File: src/rtl/alu_pkg.sv
package alu_pkg;

  typedef enum logic [1:0] {
    OP_ADD = 2'b00,
    OP_SUB = 2'b01,
    OP_MUL = 2'b10,
    OP_AND = 2'b11
  } alu_op_e;

  localparam int FLAG_W   = 6;
  localparam int FL_CARRY = 5;
  localparam int FL_BORR  = 4;
  localparam int FL_VADD  = 3;
  localparam int FL_VSUB  = 2;
  localparam int FL_NEG   = 1;
  localparam int FL_ZERO  = 0;

endpackage

File: src/rtl/alu_sext.sv
module alu_sext #(
  parameter int IN_W  = 4,
  parameter int OUT_W = 8
) (
  input  logic [IN_W-1:0]  narrow_i,
  output logic [OUT_W-1:0] wide_o
);

  localparam int EXT_W = OUT_W - IN_W;

  assign wide_o[IN_W-1:0] = narrow_i;

  // Copy the sign bit into every upper position.
  for (genvar g = 0; g < EXT_W; g++) begin : g_ext
    assign wide_o[IN_W+g] = narrow_i[IN_W-1];
  end

endmodule

File: src/rtl/alu_arith.sv
module alu_arith #(
  parameter int W = 8
) (
  input  logic [W-1:0] a_i,
  input  logic [W-1:0] b_i,
  output logic [W-1:0] sum_o,
  output logic [W-1:0] diff_o,
  output logic [W-1:0] prod_o,
  output logic [W-1:0] conj_o
);

  // The low W bits of a product do not depend on signedness.
  always_comb begin
    sum_o  = a_i + b_i;
    diff_o = a_i - b_i;
    prod_o = a_i * b_i;
    conj_o = a_i & b_i;
  end

endmodule

File: src/rtl/alu_flags.sv
module alu_flags
  import alu_pkg::*;
#(
  parameter int W = 8
) (
  input  logic              a_msb_i,
  input  logic              b_msb_i,
  input  logic [W-1:0]      sum_i,
  input  logic [W-1:0]      diff_i,
  input  logic [W-1:0]      res_i,
  output logic [FLAG_W-1:0] flags_o
);

  logic sm, dm;

  always_comb begin
    sm = sum_i[W-1];
    dm = diff_i[W-1];

    // Unsigned carry out of the sum.
    flags_o[FL_CARRY] = (a_msb_i & b_msb_i) | (a_msb_i & ~sm) | (b_msb_i & ~sm);
    // Unsigned borrow out of the difference.
    flags_o[FL_BORR]  = (~a_msb_i & b_msb_i) | (b_msb_i & dm) | (~a_msb_i & dm);
    // Signed overflow: like-signed addends giving an opposite sign.
    flags_o[FL_VADD]  = (~a_msb_i & ~b_msb_i & sm) | (a_msb_i & b_msb_i & ~sm);
    // Signed overflow: unlike-signed subtraction giving the subtrahend's sign.
    flags_o[FL_VSUB]  = (a_msb_i & ~b_msb_i & ~dm) | (~a_msb_i & b_msb_i & dm);
    flags_o[FL_NEG]   = res_i[W-1];
    flags_o[FL_ZERO]  = ~|res_i;
  end

endmodule

File: src/rtl/alu_top.sv
module alu_top
  import alu_pkg::*;
#(
  parameter int IN_W   = 4,
  parameter int DATA_W = 8
) (
  input  logic [IN_W-1:0]   opa_i,
  input  logic [IN_W-1:0]   opb_i,
  input  logic [1:0]        op_i,
  output logic [DATA_W-1:0] result_o,
  output logic [FLAG_W-1:0] flags_o
);

  logic [DATA_W-1:0] wa, wb;
  logic [DATA_W-1:0] sum, diff, prod, conj;
  logic [DATA_W-1:0] res;
  alu_op_e           op;

  alu_sext #(.IN_W(IN_W), .OUT_W(DATA_W)) u_sext_a (.narrow_i(opa_i), .wide_o(wa));
  alu_sext #(.IN_W(IN_W), .OUT_W(DATA_W)) u_sext_b (.narrow_i(opb_i), .wide_o(wb));

  alu_arith #(.W(DATA_W)) u_arith (
    .a_i   (wa),
    .b_i   (wb),
    .sum_o (sum),
    .diff_o(diff),
    .prod_o(prod),
    .conj_o(conj)
  );

  always_comb begin
    op = alu_op_e'(op_i);
    unique case (op)
      OP_ADD:  res = sum;
      OP_SUB:  res = diff;
      OP_MUL:  res = prod;
      OP_AND:  res = conj;
      default: res = '0;
    endcase
  end

  alu_flags #(.W(DATA_W)) u_flags (
    .a_msb_i(wa[DATA_W-1]),
    .b_msb_i(wb[DATA_W-1]),
    .sum_i  (sum),
    .diff_i (diff),
    .res_i  (res),
    .flags_o(flags_o)
  );

  assign result_o = res;

endmodule

File: config.mk
export PLATFORM = sky130hd
export DESIGN_NAME = alu_top
export DESIGN_NICKNAME = d
export VERILOG_FILES = /design/src/rtl/alu_pkg.sv /design/src/rtl/alu_sext.sv /design/src/rtl/alu_arith.sv /design/src/rtl/alu_flags.sv /design/src/rtl/alu_top.sv
export SDC_FILE = /design/constraint.sdc
export NUM_CORES = 1
export LEC_CHECK = 0
export BUFFER_PORTS_ARGS = -buffer_cell sky130_fd_sc_hd__buf_2
export CAP_MARGIN = 20
export CORE_UTILIZATION = 45
export DETAILED_ROUTE_END_ITERATION = 8
export PLACE_DENSITY = 0.68
export SYNTH_ARGS = -nofsm -noshare
export SYNTH_HDL_FRONTEND = slang
export SYNTH_SLANG_ARGS = --single-unit
File: constraint.sdc
create_clock -name vclk -period 5.1
set_input_delay 0.255 -clock vclk [all_inputs]
set_output_delay 0.255 -clock vclk [all_outputs]
set_load 0.02 [all_outputs]
## Yosys cells after proc, flatten, opt, wreduce, memory -nomap -nowiden

Cells that the tools add are included.

- Input bits: 10
- Word-level logic and storage cells: 33
- Output and inout port bits: 14
- Register bits after elaboration: 0

- Multiply operators: 1
- $add $sub $neg: 2
- Equal/unequal tests: 3
- Bitwise operators: 23
- Multiplexer cells: 1
- Reduce and logical (&&, ||, !) cells: 3

Operators with widths:

| cell | number |
|---|---|
| $pmux 8 s4 | 1 |
| $and 1x1->1 | 12 |
| $and 8x8->8 | 1 |
| $mul 4x4->8 | 1 |
| $reduce_or 8->1 | 1 |
| $or 1x1->1 | 6 |
| $add 4x4->5 | 1 |
| $sub 4x4->5 | 1 |
| $eq 2x2->1 const B | 2 |
| $not 1->1 | 4 |
| $eq 2x1->1 const B | 1 |
| $logic_not 2->1 | 1 |
| $logic_not 1->1 | 1 |

## Logic depth before layout (Yosys ltp)

- Depth in word-level cells: 5
- Mapped depth: 17
- Depth with buffers taken out: 16

## By module

From an unflattened synthesis, not the netlist that was laid out.

- Cell total of the unflattened synthesis: 224
- Area total of the unflattened synthesis: 1849.3 um^2

By module, submodules not included:

| module | cells an instance | instances | sequential area each (um^2) | area an instance (um^2) |
|---|---|---|---|---|
| alu_arith | 184 | 1 | 0.0 | 1441.4 |
| alu_top | 10 | 1 | 0.0 | 196.4 |
| alu_sext | 8 | 2 | 0.0 | 60.1 |
| alu_flags | 14 | 1 | 0.0 | 91.3 |

## Worst setup path after synthesis

No wires, ideal clock.

- Path type: in2out
- Start point: input port opa_i[0]
- End point: output port result_o[7]
- Setup slack: 902 ps
- Data arrival time: 3943 ps
- Stages on the path: 16
- Required time: 4845 ps
- Buffers on the path: 1
- Cells stage by stage: inv_1 > nand2_1 > fa_1 > fa_1 > fa_1 > inv_1 > ha_1 > inv_1 > fa_1 > inv_1 > a21o_1 > a21oi_2 > xnor3_1 > a221o_1 > o21ai_0 > buf_4

- Cells in the longest elaborated chain, start to end: 2
- Elaborated cells on any way between the ends: 4
- Classes of those cells: 2 x add/sub; 1 x mul; 1 x mux

Ends and longest elaborated chain:

| element | line | RTL |
|---|---|---|
| start, declared | alu_top.sv:7 | `input logic [IN_W-1:0] opa_i,` |
| $mul 4x4->8 (tied with other cells) | alu_arith.sv:16 | `prod_o = a_i * b_i;` |
| $pmux 8 s4 * | alu_top.sv:33 | `unique case (op)` |
| end, declared | alu_top.sv:10 | `output logic [DATA_W-1:0] result_o,` |

Every way passes the cells marked *; elsewhere a longest branch is shown, timed or not.

## Final worst setup path

- Start point: input port opa_i[0]
- End point: output port flags_o[0]

- Cells in the longest elaborated chain, start to end: 4
- Elaborated cells on any way between the ends: 7
- Classes of those cells: 2 x add/sub; 1 x mul; 1 x mux; 1 x bitwise; 2 x reduce/logical

Ends and longest elaborated chain:

| element | line | RTL |
|---|---|---|
| $mul 4x4->8 (tied with other cells) | alu_arith.sv:16 |  |
| $pmux 8 s4 * | alu_top.sv:33 |  |
| $reduce_or 8->1 * | alu_flags.sv:29 | `flags_o[FL_ZERO] = ~\|res_i;` |
| $logic_not 1->1 * | alu_flags.sv:29 |  |
| end, declared | alu_top.sv:11 | `output logic [FLAG_W-1:0] flags_o` |

Marks and branches as above.

==> impl_results.md <==
- Synth Area in Adders: a little under half
- Setup_tns: 0 ns
- Slew margin rel.: between 70% and 80%
- Layout clock buffer count: 0
- Max-cap check violation count: 0
- Layout cells sized above 1: a little under a fifth
- Fin nets: between 200 and 250
- Area growth, synth to finish: 12.05%
- Avg Vias per Cell: roughly 5.2
- Post-cts sizing count: 0
- Fill cell count: approximately 220
- Worst Setup SP: opa_i[0]
- Pwr dens: approximately 180 nW/µm²
- Status: completed
- I/O pins: 24
- Util after Layout: around 55%
- Fmax: 0.2330 GHz
- DRC viols: 0
- Arrival @ worst endpoint: 4.04 ns
- Core Region: 2276 µm²
- Post-route cell area: ~1300 µm²
- DRT iter0 DRCs: 13
- Synth Instances: between 100 and 150
- GRT met3 Usage: 0%
- Site Rows: 17
- Min-delay src: opa_i[3]
- Initial Utilization: between 40% and 50%
- Vias in the first global route: ~950
- Post-DP HPWL: between 2 and 2.5 mm
- Grt ovf: 0
- Fin. Hold Viols: 0
- Xor/xnor share of the synthesized area: under 10%
- Post-synthesis sequential area ratio: 0%
- Met1 GRT Util: 26.68%
- Yosys warnings: 0
- Post-CTS Setup Bufs: 0
- GRT busiest layer: met2
- Post-synthesis simple-gate area fraction: approximately 13%
- Initial antenna violation count: 0
- GPL Wtd Cong: around 0.9
- Drt total wl: roughly 2.2 mm
- Synthesized area per cell: between 8 and 9 µm²
- Placed instance area: roughly 1300 µm²
- Detail Route Antenna Nets: 0
- Worst setup EP type: primary output
- Total leakage power: roughly 0.7 nW
- Compound-Gate Fraction of Synth Area: roughly 15%
- FF/Latch Area: 0 µm²
- Worst Path Max Fanout: 4
- DR WL/cell: roughly 12 µm
- Chip width: roughly 52 µm
- Final min period: approximately 4.3 ns
- Worst vdd ir: 0.1101 mV
- Req. time, crit path: 4.85 ns
- Pin count of the biggest net entering global routing: 18
- Detailed Routing Iterations Pass 1: 4
- Final setup fails: 0
- GRT Total Usage: about a fifth
- Final worst slack: 0.8086 ns
- First-pass GRT wire length: around 4 mm
- FFs & Latches: 0
- Diodes inserted: 0
- Yosys cell types: 30
- Startpoint types: input pin
- Pre-CTS setup slack: between 0.7 and 0.8 ns
- Post-CTS Hold Fix Bufs: 0
- Via count: 957
- Die footprint: ~2700 µm²
- Syn_nets: 180
- Met2 usage: between 30% and 40%
- Slew at the pin with the worst max-slew slack: around 0.32 ns
- Mux contribution to synthesized area: between 7 and 8%
- CP Class: input pin to primary output
- Fin crit share: between 80% and 90%
- Total power: between 0.2 and 0.25 mW
- Multi-input gate area: between 1000 and 1500 µm²
- Fin. max-slew vios: 0
- Synth Cell Area: between 1000 and 1500 µm²
- Min-delay worst type: input pin to primary output
- Die height: just over 50 µm
- Unrepaired setup endpoints after global routing: no
- Combinational family with the most area after synthesis: adder cells
- Port bufs: 24
-- worst paths after layout --
| path | end | slack (ns) | depth (start not counted) |
|---|---|---|---|
| worst min-delay path | flags_o[5] | 1.01 | 3 |
| worst max-delay path | flags_o[0] | 0.81 | 17 |
-- report_power, final --
part / internal [mW] / switching, mW / leakage (nW)
Clock: 0 / 0 / 0
Combinational: 0.0969 / 0.123 / 0.705
Sequential: 0 / 0 / 0
-- logic make-up (layout without fill, tap and decap cells) --
group                      Yosys count  after routing
buffers and inverters               30             50
adders and majority gates           35             35
xor gates and xnor gates             6              6
AOI/OAI and AO/OA                   27             27
and+or+nand+nor                     30             30
muxes                                7              7
-- area by class of cell --
type	instances	share of cell area, %
multi-input cells	105	79.88
repair buffers	24	9.562
inverters	26	7.769
well taps	28	2.789
-- routing by layer --
layer | vias up | share of wire, %
met3 | 0 | 2.3
met5 | - | 0
li1 | 487 | -
met2 | 20 | 48
met1 | 450 | 50
met4 | 0 | 0
-- synth_stat cells --
cell type / instances / area share, %
a211oi_1: 1 / 0.67
a21o_1: 3 / 2.0
a21oi_1: 10 / 4.5
a21oi_2: 1 / 0.78
a221o_1: 1 / 0.89
and2_1: 2 / 1.1
and4b_1: 1 / 0.89
buf_2: 1 / 0.45
buf_4: 1 / 0.67
clkbuf_1: 2 / 0.67
fa_1: 13 / 23
ha_1: 22 / 25
inv_1: 26 / 8.7
mux2_2: 3 / 3.0
mux2i_1: 3 / 2.7
mux4_2: 1 / 2.0
nand2_1: 8 / 2.7
nand2b_1: 4 / 2.2
nor2_1: 9 / 3.0
nor2b_1: 2 / 1.1
nor3_1: 3 / 1.3
nor4_1: 1 / 0.56
o21a_1: 1 / 0.67
o21ai_0: 5 / 2.2
o21bai_1: 2 / 1.3
o22ai_1: 1 / 0.56
o31a_1: 2 / 1.6
xnor2_1: 4 / 3.1
xnor3_1: 1 / 2.0
xor2_1: 1 / 0.78
-- placed cells by master (no fill, tap or decap) --
cell | Yosys | layout
inv_1 | 26 | 26
buf_2 | 1 | 24
ha_1 | 22 | 22
fa_1 | 13 | 13
a21oi_1 | 10 | 10
nor2_1 | 9 | 9
nand2_1 | 8 | 8
o21ai_0 | 5 | 5
xnor2_1 | 4 | 4
nand2b_1 | 4 | 4
a21o_1 | 3 | 3
nor3_1 | 3 | 3
mux2i_1 | 3 | 3
mux2_2 | 3 | 3
and2_1 | 2 | 2
o21bai_1 | 2 | 2
nor2b_1 | 2 | 2
o31a_1 | 2 | 2
o21a_1 | 1 | 1
xor2_1 | 1 | 1
mux4_2 | 1 | 1
a21oi_2 | 1 | 1
o22ai_1 | 1 | 1
xnor3_1 | 1 | 1
a221o_1 | 1 | 1
a211oi_1 | 1 | 1
nor4_1 | 1 | 1
and4b_1 | 1 | 1
-- stage by stage --
stage | std cells | hold slack (ns)
6_report | 183 | 1.010
3_3_place_gp | 183 | 1.002
4_1_cts | 183 | 1.021
5_1_grt | 183 | 1.035
3_5_place_dp | 183 | 1.013
2_1_floorplan | 135 | 0.7417
-- critical path, stage by stage --
cell and delay, ns:
buf_2 0.11, inv_1 0.11, nand2_1 0.10, fa_1 0.57
fa_1 0.44, fa_1 0.51, inv_1 0.04, ha_1 0.20
inv_1 0.07, fa_1 0.20, inv_1 0.06, a21o_1 0.18
a21oi_2 0.13, xnor3_1 0.39, a221o_1 0.34, and4b_1 0.17
buf_2 0.15
Note: power is estimated with default switching activity, not from simulation.
